`src/rtl/sdram_cmd_guard.sv`:
```
module sdram_cmd_guard #(
  parameter int NBANK        = 4,
  parameter int BANK_W       = $clog2(NBANK),
  parameter int BLW          = 4,
  parameter int CLK_NS       = 8,
  parameter int T_RRD_NS     = 15,
  parameter int T_RCD_NS     = 15,
  parameter int T_RP_NS      = 15,
  parameter int T_RAS_NS     = 48,
  parameter int T_RASMAX_NS  = 100000,
  parameter int T_RC_NS      = 63,
  parameter int T_RFC_NS     = 80,
  parameter int T_RDL_CLK    = 2,
  parameter int T_BDL_CLK    = 1,
  parameter int T_MRD_CLK    = 2
) (
  input  logic              clk,
  input  logic              rst_n,
  input  logic [1:0]        cas_lat,
  input  logic [BLW-1:0]    burst_len,
  input  logic              cmd_valid,
  input  logic [2:0]        cmd_op,
  input  logic [BANK_W-1:0] cmd_bank,
  output logic [7:0]        rdy_vec,
  output logic              cmd_ready,
  output logic              cmd_err,
  output logic              out_valid,
  output logic [2:0]        out_op,
  output logic [BANK_W-1:0] out_bank,
  output logic [NBANK-1:0]  pre_req
);

  localparam logic [2:0] OP_NOP = 3'd0, OP_ACT = 3'd1, OP_RD  = 3'd2, OP_WR  = 3'd3,
                         OP_PRE = 3'd4, OP_REF = 3'd5, OP_MRS = 3'd6, OP_BST = 3'd7;

  function automatic int to_clk(input int ns);
    int r;
    r = (ns + CLK_NS - 1) / CLK_NS;
    return (r < 1) ? 1 : r;
  endfunction

  function automatic int imax(input int a, input int b);
    return (a > b) ? a : b;
  endfunction

  localparam int RRD_C    = to_clk(T_RRD_NS);
  localparam int RCD_C    = to_clk(T_RCD_NS);
  localparam int RP_C     = to_clk(T_RP_NS);
  localparam int RAS_C    = to_clk(T_RAS_NS);
  localparam int RASMAX_C = to_clk(T_RASMAX_NS);
  localparam int RC_C     = to_clk(T_RC_NS);
  localparam int RFC_C    = to_clk(T_RFC_NS);
  localparam int BLMAX    = (1 << BLW) - 1;
  localparam int TOP      = imax(imax(imax(RC_C, RFC_C), imax(RAS_C, RRD_C)),
                                 imax(imax(RCD_C, RP_C), BLMAX + 4 + T_RDL_CLK + T_BDL_CLK + T_MRD_CLK));
  localparam int TW       = $clog2(TOP + 1);
  localparam int MW       = $clog2(RASMAX_C + 1);

  function automatic logic [TW-1:0] dn(input logic [TW-1:0] v);
    return (v == '0) ? v : v - TW'(1);
  endfunction

  logic             accept;
  logic [NBANK-1:0] b_open, b_act_ok, b_col_ok, b_pre_ok, b_idle_ok;
  logic [TW-1:0]    rrd_q, rfc_q, mrd_q, bst_q;
  logic [TW-1:0]    rd_load, wr_load, bst_load;
  int               rd_n, wr_n, bst_n;

  always_comb begin
    rd_n  = int'(cas_lat) + int'(burst_len) - 3;
    wr_n  = int'(burst_len) + T_RDL_CLK - 2;
    bst_n = int'(burst_len) + T_BDL_CLK - 2;
    if (rd_n < 0)  rd_n  = 0;
    if (wr_n < 0)  wr_n  = 0;
    if (bst_n < 0) bst_n = 0;
    rd_load  = TW'(rd_n);
    wr_load  = TW'(wr_n);
    bst_load = TW'(bst_n);
  end

  for (genvar b = 0; b < NBANK; b++) begin : g_bank
    logic          open_q;
    logic [TW-1:0] rcd_q, rp_q, ras_q, rc_q, wr_q, rdp_q;
    logic [MW-1:0] rmax_q;
    logic          hit;

    assign hit = accept && (cmd_bank == BANK_W'(b));

    always_ff @(posedge clk or negedge rst_n) begin
      if (!rst_n) begin
        open_q <= 1'b0;
        rcd_q <= '0; rp_q <= '0; ras_q <= '0; rc_q <= '0; wr_q <= '0; rdp_q <= '0;
        rmax_q <= '0;
      end else begin
        rcd_q <= dn(rcd_q); rp_q <= dn(rp_q); ras_q <= dn(ras_q);
        rc_q  <= dn(rc_q);  wr_q <= dn(wr_q); rdp_q <= dn(rdp_q);
        if (rmax_q != '0) rmax_q <= rmax_q - MW'(1);
        if (hit) begin
          case (cmd_op)
            OP_ACT: begin
              open_q <= 1'b1;
              rcd_q  <= TW'(RCD_C - 1);
              ras_q  <= TW'(RAS_C - 1);
              rc_q   <= TW'(RC_C - 1);
              rmax_q <= MW'(RASMAX_C - 1);
            end
            OP_RD: rdp_q <= rd_load;
            OP_WR: wr_q  <= wr_load;
            OP_PRE: if (open_q) begin
              open_q <= 1'b0;
              rp_q   <= TW'(RP_C - 1);
            end
            default: ;
          endcase
        end
      end
    end

    assign b_open[b]    = open_q;
    assign b_idle_ok[b] = !open_q && rp_q == '0 && rc_q == '0;
    assign b_act_ok[b]  = b_idle_ok[b];
    assign b_col_ok[b]  = open_q && rcd_q == '0;
    assign b_pre_ok[b]  = !open_q || (ras_q == '0 && wr_q == '0 && rdp_q == '0);
    assign pre_req[b]   = open_q && rmax_q == '0;
  end

  wire glob_row_ok = (rfc_q == '0) && (mrd_q == '0);
  wire all_idle    = &b_idle_ok;

  assign rdy_vec[OP_NOP] = 1'b1;
  assign rdy_vec[OP_ACT] = b_act_ok[cmd_bank] && rrd_q == '0 && glob_row_ok;
  assign rdy_vec[OP_RD]  = b_col_ok[cmd_bank];
  assign rdy_vec[OP_WR]  = b_col_ok[cmd_bank];
  assign rdy_vec[OP_PRE] = b_pre_ok[cmd_bank];
  assign rdy_vec[OP_REF] = all_idle && glob_row_ok;
  assign rdy_vec[OP_MRS] = all_idle && glob_row_ok;
  assign rdy_vec[OP_BST] = bst_q == '0;

  assign cmd_ready = rdy_vec[cmd_op];
  assign accept    = cmd_valid && cmd_ready;
  assign cmd_err   = cmd_valid && !cmd_ready;
  assign out_valid = accept && (cmd_op != OP_NOP);
  assign out_op    = cmd_op;
  assign out_bank  = cmd_bank;

  always_ff @(posedge clk or negedge rst_n) begin
    if (!rst_n) begin
      rrd_q <= '0; rfc_q <= '0; mrd_q <= '0; bst_q <= '0;
    end else begin
      rrd_q <= dn(rrd_q); rfc_q <= dn(rfc_q); mrd_q <= dn(mrd_q); bst_q <= dn(bst_q);
      if (accept) begin
        case (cmd_op)
          OP_ACT: rrd_q <= TW'(RRD_C - 1);
          OP_REF: rfc_q <= TW'(RFC_C - 1);
          OP_MRS: mrd_q <= TW'(T_MRD_CLK - 1);
          OP_WR:  bst_q <= bst_load;
          default: ;
        endcase
      end
    end
  end

  AST_ERR_KEEPS_STATE: assert property (@(posedge clk) disable iff (!rst_n)
    cmd_err |=> $stable(b_open));

  AST_REF_CLOSES: assert property (@(posedge clk) disable iff (!rst_n)
    (out_valid && out_op == OP_REF) |=> !(out_valid && (out_op == OP_RD || out_op == OP_WR)));

  if (RRD_C > 1) begin : g_a_rrd
    AST_RRD_GAP: assert property (@(posedge clk) disable iff (!rst_n)
      (out_valid && out_op == OP_ACT) |=> !(out_valid && out_op == OP_ACT));
  end
  if (RCD_C > 1) begin : g_a_rcd
    AST_RCD_GAP: assert property (@(posedge clk) disable iff (!rst_n)
      (out_valid && out_op == OP_ACT) |=>
        !(out_valid && (out_op == OP_RD || out_op == OP_WR) && out_bank == $past(out_bank)));
  end
  if (RAS_C > 1) begin : g_a_ras
    AST_RAS_MIN: assert property (@(posedge clk) disable iff (!rst_n)
      (out_valid && out_op == OP_ACT) |=> !(out_valid && out_op == OP_PRE && out_bank == $past(out_bank)));
  end
  if (T_MRD_CLK > 1) begin : g_a_mrd
    AST_MRD_GAP: assert property (@(posedge clk) disable iff (!rst_n)
      (out_valid && out_op == OP_MRS) |=> !(out_valid && (out_op == OP_ACT || out_op == OP_REF)));
  end
  if (RASMAX_C > 1) begin : g_a_rmax
    AST_PREREQ_FRESH: assert property (@(posedge clk) disable iff (!rst_n)
      (out_valid && out_op == OP_ACT) |=> !pre_req[$past(out_bank)]);
  end

endmodule

```
`config.mk`:
```
export PLATFORM = sky130hd
export DESIGN_NAME = sdram_cmd_guard
export DESIGN_NICKNAME = d
export VERILOG_FILES = /design/src/rtl/sdram_cmd_guard.sv
export SDC_FILE = /design/constraint.sdc
export NUM_CORES = 1
export LEC_CHECK = 0
export BUFFER_PORTS_ARGS = -buffer_cell sky130_fd_sc_hd__buf_2
export CAP_MARGIN = 20
export CORE_AREA = 2 2 138 193
export DETAILED_ROUTE_END_ITERATION = 8
export DIE_AREA = 0 0 140 195
export PLACE_DENSITY = 0.68
export SLEW_MARGIN = 10
export SYNTH_ARGS = -nofsm -noshare
export SYNTH_HDL_FRONTEND = slang
export SYNTH_SLANG_ARGS = --single-unit
```
`constraint.sdc`:
```
create_clock -name clk -period 8.25 [get_ports clk]
set_input_delay 1.2375 -clock clk [delete_from_list [all_inputs] [get_ports clk]]
set_output_delay 1.2375 -clock clk [all_outputs]
set_load 0.01 [all_outputs]
```
Word-level counts from Yosys, hierarchy flattened
Index checks and enable logic that the tools add are counted.

operators by class
  add/sub/neg operators = 38
  $lt $le $gt $ge = 5
  equality and inequality tests = 9
  muxes and demuxes = 112
  reduce and logical (&&, ||, !) cells = 88

operators with widths
  cell                                                 count
  2-to-1 mux 5 bit                                     91
  2-to-1 mux 14 bit                                    12
  logical NOT 5 bit                                    28
  subtractor 5 x 1 -> 5 bit, second input constant     28
  logical NOT 14 bit                                   4
  nonzero test 14 bit                                  4
  subtractor 14 x 1 -> 14 bit, second input constant   4
  logical AND 1 bit                                    35
  < comparator 6 x 1 -> 1 bit, second input constant   3
  subtractor 5 x 2 -> 6 bit, second input constant     3
  equality test 3 bit, second input constant           3
  AND reduction 2 bit                                  4
  binary-select mux 1 bit (select 2 bit)               3
  equality test 3 x 2 -> 1 bit, second input constant  2
  adder 2 x 4 -> 5 bit                                 1
  adder 4 x 1 -> 5 bit, second input constant          1
  adder 4 x 2 -> 5 bit, second input constant          1
  logical NOT 1 bit                                    5
  equality test 2 bit, second input constant           2
  logical OR 1 bit                                     4
  < comparator 3 x 4 -> 1 bit, second input constant   1
  2-to-1 mux 1 bit                                     4
  AND reduction 4 bit                                  1
  binary-select mux 1 bit (select 3 bit)               1
  7 further kinds                                      7

word-level totals
  register bits = 200
  output and inout port bits = 20
  word-level logic and storage cells = 288

Logic depth before layout (Yosys ltp)
Gate-level depths: netlist (run 1).

  depth after elaboration = 12
  gate-level depth with buffers = 11

Worst setup path before layout (run 1)
OpenSTA, ideal clock, no wires.

  path type = input to output
  from = in cmd_bank[1]
  to = out cmd_err
  arrival = 3.072 ns
  required time = 7.013 ns
  slack = 3.940 ns
  cell stages on the path = 9
  buffers on the path = 3
  cell sequence = buf_2 -> buf_2 -> nor2b_1 -> nand4b_1 -> and4_4 -> nand2_1 -> a221oi_2 -> buf_6 -> and2_1

between the ends
  elaborated cells on any way between the ends = 12
  classes of those cells = 8 x mux; 4 x reduce/logical

RTL lines
  item                                    line  source
  from (decl)                             23    input logic [BANK_W-1:0] cmd_bank,
  binary-select mux 1 bit (select 2 bit)  134   assign rdy_vec[OP_PRE] = b_pre_ok[cmd_bank];
  2-to-1 mux 1 bit (not written as such)  134
  net rdy_vec[4]                          24    output logic [7:0] rdy_vec,
  binary-select mux 1 bit (select 3 bit)  139   assign cmd_ready = rdy_vec[cmd_op];
  2-to-1 mux 1 bit (not written as such)  139
  logical NOT 1 bit                       141   assign cmd_err = cmd_valid && !cmd_ready;
  logical AND 1 bit                       141
  to (decl)                               26    output logic cmd_err,

The timed path passes the listed nets, and every way through them passes these cells. The select of a mux whose other input is x is not followed.

Worst setup path after layout (run 1)
  from = in cmd_bank[1]
  to = out cmd_err

between the ends
  longest elaborated chain between the ends = 8
  elaborated cells on any way between the ends = 12
  classes of those cells = 8 x mux; 4 x reduce/logical

ends and longest elaborated chain
  item                                        line  source
  binary-select mux 1 bit (select 2 bit)      131   assign rdy_vec[OP_ACT] = b_act_ok[cmd_bank] && rrd_q == '0 && glob_row_ok;
  2-to-1 mux 1 bit (not written as such)      131
  logical AND 1 bit (2 in series)             131
  binary-select mux 1 bit (select 3 bit) (*)  139
  2-to-1 mux 1 bit (not written as such) (*)  139
  logical NOT 1 bit (*)                       141
  logical AND 1 bit (*)                       141

Every way passes the cells marked *; elsewhere a longest branch is shown, timed or not. The select of a mux whose other input is x is not followed.

==> results of run 1 <==
## worst reg2reg max path: stages, from the launching register on
cell and delay, ps:
dfrtp_1 390, inv_1 100, ha_1 180, or4b_2 680, o221ai_2 270, o2111ai_2 430
nor2_1 630, mux2_2 400
## state kept, by name, indices dropped and copies added, names as in the netlist
name	count
g_bank.rc_q	20
g_bank.ras_q	20
mrd_q	5
rfc_q	5
g_bank.wr_q	20
g_bank.rdp_q	20
g_bank.rcd_q	20
g_bank.rp_q	20
rrd_q	5
bst_q	5
g_bank.open_q	4
g_bank.rmax_q	56
## stage by stage
| step | utilization (%) | power (W) | worst slack (ps) | hold WS [ps] |
|---|---|---|---|---|
| after floorplan | - | 0.00297 | 3940 | 457 |
| final | 48.5 | 0.00416 | 3780 | 506 |
| after global placement | 46.1 | 0.00323 | 3870 | 483 |
| after detailed placement | 46.1 | 0.00331 | 3800 | 491 |
| after CTS | 48.5 | 0.00420 | 3800 | 512 |
| after global routing | 48.5 | 0.00453 | 3550 | 529 |
## path summary, 6_finish.rpt
kind	start	end	slack [ps]
worst max-delay path	cmd_bank[1]	cmd_err	3780
worst min-delay path	g_bank[0].rmax_q[12]	g_bank[0].rmax_q[12]	510
worst max register to register	g_bank[1].rcd_q[0]	g_bank[3].wr_q[3]	5060
worst min register to register	g_bank[0].rmax_q[12]	g_bank[0].rmax_q[12]	510
max in group asynchronous	rst_n	g_bank[2].rmax_q[0]	6110
min in group asynchronous	rst_n	g_bank[0].rcd_q[1]	780
## final cells by class
type | instances | area, um^2
sequential | 200 | 5000
clock buffer | 17 | 425
tap | 319 | 399
timing repair buffer | 40 | 226
clock inverter | 15 | 184
multi-input combinational | 888 | 5800
fill | 2324 | 13100
inverter | 83 | 312
## metal layers
layer / global-route usage (%) / routed length [um]
met1: 21.1 / 10000
met2: 31.3 / 11600
met3: 2.82 / 511
met4: 6.17 / 470
met5: 0 / 0
## cell usage after synthesis (2+ instances only)
library cell / number
and3_4: 4
buf_2: 13
nor4b_2: 11
xnor2_1: 88
inv_1: 83
nor2b_1: 13
o211ai_1: 2
a211oi_1: 11
or2_2: 2
buf_6: 5
xor2_1: 18
nor3_2: 3
o31ai_1: 29
or4b_1: 9
nor4b_1: 11
dfrtp_1: 200
o21ai_0: 43
nand4b_1: 4
or3_1: 22
ha_1: 62
o21a_1: 2
nor4_1: 19
nand3_1: 20
a21oi_1: 48
nor3_1: 70
nor3b_1: 8
or4b_2: 3
and3_1: 4
buf_4: 12
clkbuf_1: 5
nor4b_4: 2
nand2_1: 154
a21o_1: 10
nand2b_1: 21
and2_1: 10
or4_1: 8
nand4_1: 6
nor2_1: 131
mux2i_1: 6
o41ai_1: 2
mux2_2: 4
o31a_1: 2
o21ai_1: 2
## cells by family (layout without fill, tap and decap cells)
logic type,count (synthesis),after routing,share of synthesized area [%]
AND/OR/NAND/NOR,545,545,25.5
flip-flops,200,200,44.1
AO/OA/AOI/OAI,162,162,9.24
buffers and inverters,119,155,4.81
XOR/XNOR,106,106,8.18
adder cells (fa/ha/maj),63,63,7.01
multiplexers,11,11,1.12
other,1,1,0.0331
## power by group
part | internal, W | switching (W)
Clock | 0.000462 | 0.000408
Combinational | 0.000763 | 0.000797
Sequential | 0.00138 | 0.000353
Total | 0.00260 | 0.00156
==> results.md, run 1 <==
* Status: finished, violations left
* Failing checks: design-rule violations
* WP buf/inv at 3
* Avg Cell Area, Syn at 9.40 um^2
* Clk root buf: clkbuf_16
* Initial DRC Count at 417
* Delay-heaviest family, CP: compound AO/OA/AOI/OAI gates
* Max FO, Critical Path at 26
* Worst-path cell chain: buf_2 -> nor4_2 -> a311oi_2 -> o21ai_2 -> a221oi_2 -> buf_4 -> and2_1 -> buf_2
* Fmax at 224 MHz
* Pleak at 5.27 nW
* Design Area, Final at 0.0123 mm^2
* Post-synth EDFFs at 0
* I/O pins at 34
* Unrepaired setup endpoints after global routing: false
* Share of cells above drive strength 1 at a little under a tenth
* Buffers on Ports at 32
* Worst hold path class: reg -> reg
* Max stage delay on crit path at 510 ps
* Gate Count Post-Synth at 1,207
* Net Count, Synth at 1,284
* Max Root-Sink Buffers at 2
* Top_reg_cell synth: dfrtp_1
* # rows at between 60 and 70
* Post-DRT Antenna Nets at 0
* Post-DP Area at 0.0117 mm^2
* First-pass GRT wire length at 39,200 um
* Dpl cells at 1,529
* Clock Skew at 10.1 ps
* Initial Util at 44.5%
* Count of cell types in the netlist at 68
* Die Span Y at slightly below 200 um
* # hold bufs at CTS at 0
* Endpoint class of the critical path: output pin
* Initial antenna violation count at 0
* Number of global-route vias before repair at 8,243
* Core area at 0.0255 mm^2
* Largest net degree at the start of global routing at 76
* Most common cell on crit path: buf_2
* Post-synthesis async set-or-reset flop share at 100%
* Slowest cell on crit path: a311oi_2
* Max_slew headroom at ~34%
* Via density at 5.38
* Levels on crit path at 8
* Synth warn at 0
* Max Slew Vio Count at 0
* Post-route DRC violation count at 2
* Tot GR Track Use at between 10% and 20%
* H-Tree Depth at 4
* GRT overflow at 0
* Most frequent cells in the layout: 200 x dfrtp_1, 154 x nand2_1, 131 x nor2_1
* Commonest non-fill, non-tap cell in the layout: dfrtp_1
* Hold Fails Final Rpt at 0
* Actual slew at the worst max-slew pin at 981 ps
* Top cell type by total area after synthesis: dfrtp_1
* Routed via count at 8,402
* Num CTS Buffers at 17
* Layout Cells excl Fill at approximately 1,600
* Sequential fraction of the synthesis area at 44.1%
* Post-CTS Setup Inserts at 0
* Drt pass-1 iters at 6
* Routed WL at 22,600 um
* Final net count at 1,307
* Die X at about 140 um
* Final critical-path required period at 4470 ps
* Post-synth top area share at between 40% and 50%
* Pwr dens at 337 mW/mm^2
* Die area at between 0.02 and 0.03 mm^2
* WP data required at 7010 ps
* Synth Cell Area at 0.0113 mm^2
* FF+latch count, synth at 200
* Max-cap violations at 0
* WP data arrival at 3230 ps
* Crit path kind: in -> out
* Tcrit/Tclk final at 54.2%
* Worst reg2reg path depth at 7
* CP Launch Type: primary input
* Wire per inst at 14.5 um
* Worst skew pair latency at 450 ps
* Final setup viols at 0
* Post-DP HPWL at 16,300 um
* Routability cong. at 0.864
* Hold Path Stages at 2
* Area growth from synthesis to layout at 8.82%
* CTS-repair resized insts at 0
* Clock sinks at 200
* TritonCTS clock tree: yes
* ANT cells at 0
* Fin Setup TNS at 0 ps
* Ranking of synthesized cells by area: dfrtp_1 44%, ha_1 6.8%, xnor2_1 6.8%, nand2_1 5.1%, nor2_1 4.3%
* Clock-pin slew on the worst setup and hold paths at 80 ps
* Worst vdd ir at 0.156 mV
Note: power is estimated with default switching activity, not from simulation.
==> run 2: changes to the inputs <==
clock period = 4.2 ns   (was 8.25 ns; I/O delays follow)
==> results.md, run 2 (synthesis gave the netlist of run 1 again) <==
* Status: finished, violations left
* Failing checks: design-rule violations
* Clock Skew at 13.9 ps
* Max stage delay on crit path at ~530 ps
* Final Util at 48.7%
* Most frequent cells in the layout: 200 x dfrtp_1, 154 x nand2_1, 131 x nor2_1
* RR Startpoint: g_bank[2].rc_q[0]
* WP buf/inv at 3
* Worst vdd ir at 0.271 mV
* Unrepaired setup endpoints after global routing: false
* TritonCTS clock tree: yes
* R2r setup slk at 1010 ps
* Core area at around 0.025 mm^2
* Max-cap violations at 0
* Clk root buf: clkbuf_16
* Clock-pin slew on the worst setup and hold paths at 80 ps
* Max reg flops at between 50 and 60
* Reg with most FFs: g_bank.rmax_q
* Final critical-path required period at 3780 ps
* H-Tree Depth at 4
* Routability cong. at 0.800
* Multi-input logic area at approximately 0.0058 mm^2
* Layout Cells excl Fill at 1,568
* WP data arrival at 3150 ps
* Fmax at approximately 260 MHz
* Pwr dens at around 660 mW/mm^2
* Post-DRT Antenna Nets at 0
* Max_slew headroom at 41.8%
* Max FO, Critical Path at 15
* Reg area at 0.00500 mm^2
* CTS-repair resized insts at 0
* Worst hold path class: in -> async
* Endpoint class of the critical path: output pin
* Buffers on Ports at 32
* Initial DRC Count at 583
* Area growth from synthesis to layout at 9.27%
* Max Root-Sink Buffers at 2
* Hold Fails Final Rpt at 0
* Fill cell count at ~2,300
* PnR Total Power at 0.00815 W
* Fin Setup TNS at 0 ps
* R2r endpoint: g_bank[1].rmax_q[1]
* Dpl ws at a little under 900 ps
* Delay-heaviest family, CP: simple AND/OR/NAND/NOR gates
* Wire per inst at 14.6 um
* Dpl cells at approximately 1,500
* ANT cells at 0
* GRT overflow at 0
* Die area at 0.0273 mm^2
* Worst-path cell chain: inv_1 -> ha_1 -> or4b_1 -> nor4b_1 -> o31ai_1 -> o21ai_2 -> a221oi_2 -> buf_4 -> nor2_1 -> buf_2
* Crit path kind: reg -> out
* Routed WL at 23,000 um
* Pleak at approximately 5.3 nW
* Max Slew Vio Count at 0
* Tot GR Track Use at 18.0%
* Final WS setup at 422 ps
* Worst skew pair latency at 450 ps
* Post-route DRC violation count at 2
* Clock sinks at 200
* Final net count at 1,313
* Initial antenna violation count at 0
* Commonest non-fill, non-tap cell in the layout: dfrtp_1
* Final setup viols at 0
* # hold bufs at CTS at 0
* Share of cells above drive strength 1 at 9.53%
* Drt pass-1 iters at 6
* I/O pins at 34
* Die Span Y at around 200 um
* Slowest cell on crit path: or4b_1
* Actual slew at the worst max-slew pin at 873 ps
* # rows at 69
* Tcrit/Tclk final at 89.9%
* Initial Util at 44.5%
* Post-DP HPWL at roughly 16,000 um
* Num CTS Buffers at 17
* Largest net degree at the start of global routing at 105
* Via density at 5.35
* Die X at 140 um
* CP Launch Type: register
* Worst reg2reg path depth at 8
* Number of global-route vias before repair at 8,517
* First-pass GRT wire length at 40,400 um
* Routed via count at around 8,400
* Post-CTS Setup Inserts at 0
* WP data required at ~3600 ps
run 2: cell types whose count changed in the layout (fill, tap and decap cells not counted), sizes merged:
cell,before,now
clkinvlp,3,4
inv,91,89
buf,38,45
clkinv,2,3
bufinv,2,1
run 2: worst max-delay path by stage:
stage | start | to | slack (ps) | cells after the start
6_report | g_bank[2].rc_q[0] | out_valid | 420 | 10
5_1_grt | g_bank[2].rc_q[0] | out_valid | 230 | 10
4_1_cts | g_bank[2].rp_q[0] | out_valid | 400 | 10
3_5_place_dp | g_bank[2].rp_q[0] | out_valid | 890 | 10
3_3_place_gp | g_bank[2].rp_q[0] | cmd_err | 930 | 10
2_1_floorplan | cmd_bank[1] | cmd_err | 1110 | 9
run 2: metal layers:
layer | vias to the layer above | global-route usage, % | part of all wire, %
met1 | 4068 | 22.0 | 44
li1 | 4181 | - | -
met3 | 28 | 2.60 | 2.5
met2 | 110 | 32.3 | 51
met4 | 0 | 6.32 | 2.1
met5 | - | 0 | 0
run 2: final cells by class:
cell class                      count  area share, %
Clock buffer                       18           3.54
Clock inverter                     14           1.30
Inverter                           83           2.51
Multi-Input combinational cell    888           46.7
Sequential cell                   200           40.4
Tap cell                          319           3.22
Timing Repair Buffer               46           2.31
run 2: report_power, final:
part	internal, W	total [W]	switching [W]
Sequential	0.00270	0.00339	0.000684
Combinational	0.00151	0.00310	0.00158
Clock	0.000862	0.00167	0.000807
Total	0.00508	0.00815	0.00307
run 2: through the flow:
| step | cell area, um^2 | hold WS [ps] |
|---|---|---|
| CTS | 12400 | 328 |
| global route | 12400 | 338 |
| global placement | 11800 | 479 |
| floorplan | 11300 | 334 |
| detailed placement | 11800 | 486 |
| finish | 12400 | 257 |
==> run 3: changes to the inputs <==
CORE_AREA = 2 2 133 200   (was 2 2 138 193)
DIE_AREA = 0 0 135 202   (was 0 0 140 195)
==> results.md, run 3 (synthesis gave the netlist of run 1 again) <==
* Switching power at 0.00301 W
* Clock Skew at just over 9 ps
* WP data required at 3570 ps
* Clock sinks at 200
* Die Span Y at 202 um
* Sw frac at 37.1%
* Worst hold path class: in -> async
* Global routing usage on met3 at 3.03%
* Area growth from synthesis to layout at 9.04%
* Tcrit/Tclk final at 85.4%
* Max_slew headroom at 37.7%
* Crit path kind: reg -> out
* Post-DRT Antenna Nets at 0
* Wire per inst at 14.5 um
* Actual slew at the worst max-slew pin at 927 ps
* Die area at 0.0273 mm^2
* Num CTS Buffers at 17
* Dpl cells at 1,548
* Drt pass-1 iters at 4
* Max-cap violations at 0
* Final net count at 1,311
* Final critical-path required period at approximately 3600 ps
* Number of global-route vias before repair at approximately 8,400
* Core area at roughly 0.026 mm^2
* Die X at 135 um
* Reg with most FFs: g_bank.rmax_q
* Worst vdd ir at 0.261 mV
* WP data arrival at 2960 ps
* Largest net degree at the start of global routing at 103
* Clk root buf: clkbuf_16
* Initial Util at 44.3%
* CTS-repair resized insts at 0
* Via density at 5.34
* Tot GR Track Use at 17.8%
* GR peak layer: met2
* Pleak at 5.27 nW
* Initial antenna violation count at 0
* Dpl ws at 959 ps
* Fill cell count at between 2,000 and 2,500
* H-Tree Depth at 4
* Clock power share at about a fifth
* Buffers on Ports at 32
* Max Slew Vio Count at 0
* Hold Fails Final Rpt at 0
* Share of cells above drive strength 1 at 8.99%
* Layout Cells excl Fill at 1,579
* I/O pins at 34
* Routed via count at about 8,400
* Pwr dens at 656 mW/mm^2
* # hold bufs at CTS at 0
* Routed WL at 22,900 um
* Worst skew pair latency at around 440 ps
* CP Launch Type: register
* Max FO, Critical Path at 7
* Post-CTS Setup Inserts at 0
* Routing usage on met1 at around a fifth
* Reg power frac at 41.9%
* Most frequent cells in the layout: 200 x dfrtp_1, 154 x nand2_1, 131 x nor2_1
* Final setup viols at 0
* Unrepaired setup endpoints after global routing: false
* Post-DP HPWL at 16,700 um
* GRT overflow at 0
* Fmax at roughly 280 MHz
* # rows at 72
* Fin Setup TNS at 0 ps
* Max Root-Sink Buffers at 2
* Status: finished, final reports clean
* Global routing usage on met2 at approximately a third
* Endpoint class of the critical path: output pin
* Clock-pin slew on the worst setup and hold paths at 70 ps
* ANT cells at 0
* Gate power share at 38.1%
* Routability cong. at 0.828
* Post-route DRC violation count at 0
* Max reg flops at 56
* TritonCTS clock tree: yes
* First-pass GRT wire length at 39,500 um
* Commonest non-fill, non-tap cell in the layout: dfrtp_1
* Int Pwr at 0.00511 W
* Initial DRC Count at 451
* Final WS setup at ~610 ps
## run 3: power by group through the flow
stage / Sequential (W) / Combinational [W] / Clock [W]
6_report: 0.00340 / 0.00309 / 0.00163
5_1_grt: 0.00352 / 0.00358 / 0.00175
4_1_cts: 0.00339 / 0.00313 / 0.00167
3_5_place_dp: 0.00342 / 0.00310 / 0
3_3_place_gp: 0.00340 / 0.00298 / 0
2_1_floorplan: 0.00326 / 0.00256 / 0
## run 3: through the flow
step	total power, W	area (um^2)	util [%]	hold WS, ps
final	0.00812	12400	48.4	288
after floorplan	0.00582	11300	-	334
after detailed placement	0.00653	11800	46.1	489
after global placement	0.00638	11800	46.1	482
after CTS	0.00820	12400	48.4	325
after global routing	0.00885	12400	48.4	362
## run 3: path summary, 6_finish.rpt
check,from,end,slack (ps),cells past startpoint
setup / recovery,g_bank[1].rc_q[0],cmd_err,610,9
hold / removal,rst_n,g_bank[0].rmax_q[8],290,1
setup reg to reg,g_bank[1].rcd_q[0],g_bank[3].wr_q[3],1010,7
hold reg to reg,g_bank[0].rmax_q[1],g_bank[0].rmax_q[1],510,2
max in group asynchronous,rst_n,g_bank[2].wr_q[3],3010,2
min in group clk,g_bank[0].rmax_q[1],g_bank[0].rmax_q[1],510,2
## run 3: layout make-up
type	instances	area, um^2	area share (%)
clock buffer	22	454	3.67
multi-input combinational	888	5800	46.8
sequential	200	5000	40.5
tap	333	417	3.37
inverter	83	312	2.52
timing repair buffer	44	272	2.19
clock inverter	9	118	0.951
## run 3: per-layer routing
metal,vias to the layer above,share of wire (%)
li1,4185,-
met1,4124,42
met2,96,53
met3,34,2.6
met4,0,2.2
met5,-,0
## run 3: worst max-delay path, cell delays in order (launching register included)
cell      delay [ps]
dfrtp_1          400
inv_1             80
ha_1             230
or4b_1           340
nor4_2            90
a311oi_2         510
o21ai_2          140
a221oi_2         430
and2_1           190
buf_2            120
